$ cat src/rtl/sleep_wake_ctl.sv
module sleep_wake_ctl #(
  parameter int WAKE_DELAY = 4
) (
  input  logic       clk,
  input  logic       rst_n,
  input  logic       wfi_req,
  input  logic       wfe_req,
  input  logic       exc_ret_thread,
  input  logic       irq_pend,
  input  logic       ext_evt,
  input  logic       wic_wake,
  input  logic       sleep_deep,
  input  logic       sleep_on_exit,
  output logic       cpu_clk_en,
  output logic       sys_clk_en,
  output logic       pll_pwr_en,
  output logic       mem_pwr_en,
  output logic [2:0] state_o
);
  localparam int CW = (WAKE_DELAY > 1) ? $clog2(WAKE_DELAY) : 1;
  localparam logic [CW-1:0] CNT_LAST = CW'(WAKE_DELAY - 1);

  typedef enum logic [2:0] {
    S_RUN   = 3'd0,
    S_LIGHT = 3'd1,
    S_DEEP  = 3'd2,
    S_RAMP  = 3'd3,
    S_RESTART = 3'd4
  } pstate_t;

  pstate_t       st;
  logic          evt_latch;
  logic          evt_wake_ok;
  logic [CW-1:0] ramp_cnt;

  wire running   = (st == S_RUN);
  wire exit_req  = exc_ret_thread & sleep_on_exit;
  wire wfe_sleep = wfe_req & ~evt_latch;
  wire go_sleep  = running & ~irq_pend & (wfi_req | wfe_sleep | exit_req);
  wire light_wake = irq_pend | (evt_wake_ok & ext_evt);

  always_ff @(posedge clk or negedge rst_n) begin
    if (!rst_n) begin
      st          <= S_RUN;
      evt_wake_ok <= 1'b0;
      ramp_cnt    <= '0;
    end else begin
      case (st)
        S_RUN: if (go_sleep) begin
          st          <= sleep_deep ? S_DEEP : S_LIGHT;
          evt_wake_ok <= wfe_sleep & ~wfi_req & ~exit_req;
        end
        S_LIGHT: if (light_wake) st <= S_RUN;
        S_DEEP: if (wic_wake) begin
          st       <= S_RAMP;
          ramp_cnt <= '0;
        end
        S_RAMP: begin
          if (ramp_cnt == CNT_LAST) st <= S_RESTART;
          else ramp_cnt <= ramp_cnt + 1'b1;
        end
        S_RESTART: st <= S_RUN;
        default: st <= S_RUN;
      endcase
    end
  end

  always_ff @(posedge clk or negedge rst_n) begin
    if (!rst_n) evt_latch <= 1'b0;
    else if (running) begin
      if (wfe_req && evt_latch) evt_latch <= 1'b0;
      else if (ext_evt || irq_pend) evt_latch <= 1'b1;
    end
  end

  assign cpu_clk_en = (st == S_RUN);
  assign sys_clk_en = (st == S_RUN) | (st == S_LIGHT) | (st == S_RESTART);
  assign pll_pwr_en = (st != S_DEEP);
  assign mem_pwr_en = (st != S_DEEP);
  assign state_o    = st;
endmodule


$ cat config.mk
export PLATFORM = sky130hd
export DESIGN_NAME = sleep_wake_ctl
export DESIGN_NICKNAME = d
export VERILOG_FILES = /design/src/rtl/sleep_wake_ctl.sv
export SDC_FILE = /design/constraint.sdc
export NUM_CORES = 1
export LEC_CHECK = 0
export ABC_AREA = 1
export BUFFER_PORTS_ARGS = -buffer_cell sky130_fd_sc_hd__clkbuf_2
export CAP_MARGIN = 20
export CORE_AREA = 5 5 42 44
export DETAILED_ROUTE_END_ITERATION = 16
export DIE_AREA = 0 0 47 49
export GPL_ROUTABILITY_DRIVEN = 0
export PLACE_DENSITY_LB_ADDON = 0.15
export SYNTH_ARGS = -nofsm -noshare
export SYNTH_HDL_FRONTEND = slang
export SYNTH_SLANG_ARGS = --single-unit
$ cat constraint.sdc
create_clock -name clk -period 2.4 [get_ports clk]
set_input_delay 0.12 -clock clk [delete_from_list [all_inputs] [get_ports clk]]
set_output_delay 0.12 -clock clk [all_outputs]
set_load 0.005 [all_outputs]
* After elaboration in Yosys (flattened, before gate mapping)
Cells that the tools add are included.
Storage, ports and cells: register bits 7, bits of input ports 10, output and inout port bits 7, logic and storage cells 52
Operators by class: add/subtract/negate cells 1, eq/ne operators 11, muxes and demuxes 11, bitwise logic cells 16, reduce and logical (&&, ||, !) cells 9
Operators with widths (count):
- 3-bit 2-to-1 mux | 4
- 3-bit one-hot mux with 4 select lines | 1
- 2-bit != test (second input constant) | 4
- 1-bit AND | 7
- 3-bit by 2-bit == test with 1-bit output (second input constant) | 2
- 2-bit 2-to-1 mux | 3
- 1-bit bitwise OR | 5
- 1-bit inverter | 4
- 2-bit one-hot mux with 2 select lines | 1
- 2-bit AND reduction | 2
- 4-bit AND reduction | 1
- 2-bit nonzero test | 2
- 3-bit by 1-bit == test with 1-bit output (second input constant) | 1
- 3-bit == test (second input constant) | 1
- 3-bit logical NOT | 1
- 3-bit by 2-bit != test with 1-bit output (second input constant) | 1
- 3-bit AND reduction | 1
- 2-bit by 1-bit adder with 2-bit output (second input constant) | 1
- 2-bit == test (second input constant) | 1
- 1-bit 2-to-1 mux | 2
- 2-bit by 1-bit != test with 1-bit output (second input constant) | 1
- 1-bit logical AND | 1
- 1-bit logical OR | 1

* Depth between registers and ports, before layout
depth after elaboration 7, depth in mapped cells 7, gate-level depth less buffers 7

* Least setup slack after synthesis
No wires, ideal clock.
path type reg2reg, start register ramp_cnt[0], end register st[0] (netlist: state_o[0]), library setup time 117 ps, arrival time 1004 ps, data required time 2283 ps, path slack 1279 ps, cell stages (with the launch flop) 8, buffers on the path 0, period minus slack after synthesis 1121 ps, cell sequence dfrtp_1 -> ha_1 -> inv_1 -> nand4_1 -> nand2_1 -> nor2_1 -> nand3_1 -> nand2_1
On the way: longest elaborated chain between the ends 3
Ends and longest elaborated chain:
- start, declared | RTL line 34 | logic [CW-1:0] ramp_cnt;
- start signal, assigned | RTL line 60 | else ramp_cnt <= ramp_cnt + 1'b1;
- 2-bit == test | RTL line 59 | if (ramp_cnt == CNT_LAST) st <= S_RESTART;
- 2-bit != test (no line)
- 4-bit AND reduction (no line)
- end signal, assigned | RTL line 50 | st <= sleep_deep ? S_DEEP : S_LIGHT;
- end, declared | RTL line 31 | pstate_t st;
No other way between the ends. A chain may end at the register's enable or synchronous reset.

* Worst setup path after layout
start register st[1] (netlist: state_o[1]), end output port cpu_clk_en
On the way: longest elaborated chain between the ends 1
Ends and longest elaborated chain:
- 3-bit logical NOT | RTL line 76 | assign cpu_clk_en = (st == S_RUN);
- end, declared | RTL line 14 | output logic cpu_clk_en,
No other way between the ends.

==> metrics <==
Yosys warnings=0; number of inserted filler cells in the final layout=158; global route total overflow=0; sinks on the clock net=7; routed wire length=965 um; series of cell instances along the critical path=nor2_2 -> nand2_2 -> inv_2 -> clkbuf_2; destination of the worst register-to-register timing path=state_o[0]; PD cells=1150 nW/um^2; Hold Path Class=in2reg; Die Ht=49 um; TritonCTS Buffers=3; total negative slack for setup checks=0 ps; CTS HTree Levels=1; final instance count without filler cells=93; area of the core region=1400 um^2; highest attainable clock frequency=773 MHz; wire length of the first global-routing pass=1580 um; drt pass-1 iters=3; number of standard-cell rows in the floorplan=14; synthesized instance count=57; distinct cell type count of the synthesized netlist=17; delay contributed by the slowest stage of the critical path=450 ps; clock-pin transition on the worst setup and hold timing paths=60 ps; final-report hold violation count=0; run status=finished clean; Sw Pwr=277 uW; number of antenna violations at the first check in global routing=0; combined global-route utilization of all metal layers=0.101; share of total power consumed by net switching=0.435; total via count in the routed design=424; critical path class=reg2out; number of DRC markers in iteration 0=5; number of pins exceeding their max-slew limit in the final report=0; pin count of the biggest net entering global routing=8; flops & latches, synth=7; Max transition margin=0.848; WHS Path Cells=3; element type at the critical path end=primary output; wire length per cell after detailed routing=10.4 um; clock share of power=0.178; die width=47 um; startpoint of the tightest hold check path=wfe_req; post-route fraction of the period consumed by the critical path=0.539; CTS tree=built; Seq pwr share=0.335; Logic pwr share=0.487; placed wire-length estimate=809 um; number of global-route vias before repair=395; average size of a mapped cell=7.44 um^2; cell at the root of the clock tree=sky130_fd_sc_hd__clkbuf_4; DRC=0; worst endpoint required time=2280 ps; final critical-path required period=1290 ps; placed cells=88; master of the slowest instance on the critical path=sky130_fd_sc_hd__dfrtp_1; antenna-violating nets left=0; reg2reg start=ramp_cnt[0]; Startpoint Class=flip-flop; Max IR drop VDD=381 uV; worst reg2reg setup slack=1170 ps; post-synthesis instance area=424 um^2; post-CTS sizing=0; leakage=0.307 nW; max_cap viols=0; count of pins on the block boundary=17; initial core utilization=0.303; postcts setup bufs=0; Syn-to-layout area delta=30.4%; share of cells above drive strength 1=0.338; Skew-Pair Late Insertion Delay=260 ps; Least-Margin Pin Slew=228 ps; Int Pwr=360 uW; worst clock skew=3.90 ps; Worst Path Max Fanout=6; total of endpoints with negative setup slack in the final report=0; synthesized netlist net count=68; number of diodes added for antenna fixing=0; Longest Clk Path Bufs=2; number of I/O port buffers=16; RSZ-0062 raised after global routing=false; Seq/Total Area, Yosys=0.413; arrival time reported for the critical path endpoint=1170 ps; hold-critical path endpoint=evt_wake_ok; number of cells traversed by the worst register-to-register path=7; total die area=2300 um^2; Final #Nets=89; post-detailed-route via-to-cell ratio=4.56
logic make-up (layout without fill, tap and decap cells):
family,after synthesis,count (layout),share of synthesized area
and+or+nand+nor,30,30,0.345
AOI/OAI and AO/OA,7,7,0.0826
muxes,1,1,0.0236
buffers and inverters,11,31,0.106
adders and majority gates,1,1,0.0295
DFF,7,7,0.413
layer usage:
metal / track usage / part of all wire
met5: 0 / 0
met4: 0.0968 / 0.045
met3: 0.0221 / 0.085
met2: 0.147 / 0.45
met1: 0.114 / 0.42
power by group through the flow:
stage / combinational, mW / sequential (mW) / clock [mW]
6_report: 0.310 / 0.213 / 0.113
5_1_grt: 0.365 / 0.220 / 0.124
4_1_cts: 0.321 / 0.213 / 0.119
3_5_place_dp: 0.320 / 0.216 / 0
3_3_place_gp: 0.319 / 0.213 / 0
2_1_floorplan: 0.226 / 0.206 / 0
through the flow:
stage | hold WS (ps) | setup WS (ps) | instance area, um^2 | utilization | power, mW
2_1_floorplan | -176 | 1280 | 424 | - | 0.433
3_3_place_gp | -26.1 | 1220 | 517 | 0.369 | 0.532
3_5_place_dp | -27.0 | 1180 | 517 | 0.369 | 0.535
4_1_cts | 132 | 1080 | 553 | 0.395 | 0.654
5_1_grt | 147 | 1010 | 553 | 0.395 | 0.708
6_report | 136 | 1110 | 553 | 0.395 | 0.637
area by class of cell:
class,count,area [um^2],share of cell area
clock buffers,4,26.3,0.0475
inverters,10,37.5,0.0679
multi-input cells,39,204,0.369
flip-flops and latches,7,175,0.317
well taps,16,20.0,0.0362
repair buffers,17,90.1,0.163
cells in the mapped netlist, drive strengths merged:
master,n,area share
dfrtp,7,0.41
a21oi,1,0.012
nand2,15,0.15
buf,1,0.018
mux2i,1,0.024
nand3,7,0.094
nor2,7,0.086
nand4,1,0.015
o21ai,6,0.071
inv,10,0.088
ha,1,0.029
cells in the final DEF (no fill, tap or decap), drive strengths merged:
cell type and instances:
a21oi 1, clkbuf 20, dfrtp 7, dlygate4sd3 1, ha 1, inv 10, mux2i 1, nand2 15
nand3 7, nand4 1, nor2 7, o21ai 6
worst max-delay path by stage:
stage	from	endpoint	slack, ps	depth (start not counted)
floorplan	ramp_cnt[0]	state_o[0]	1280	7
global placement	ramp_cnt[0]	state_o[0]	1220	7
detailed placement	ramp_cnt[0]	state_o[1]	1180	7
CTS	state_o[1]	cpu_clk_en	1080	4
global route	state_o[1]	cpu_clk_en	1010	4
finish	state_o[1]	cpu_clk_en	1110	4
flip-flops by register name (all words and copies together), names as in the netlist:
signal / flops
state_o: 3
ramp_cnt: 2
evt_latch: 1
evt_wake_ok: 1
critical path: cells and delay by family, from the launching register on:
kind,cells,cell delay (ps)
AND/OR/NAND/NOR,2,250
buffers and inverters,2,210
flip-flops,1,450
repair_timing:
item | CTS | global route
hold endpoints to repair | 7 | 0
hold buffers | 1 | 0
endpoints found under the setup margin | 0 | 0
Power figures use the tool's default switching activity.
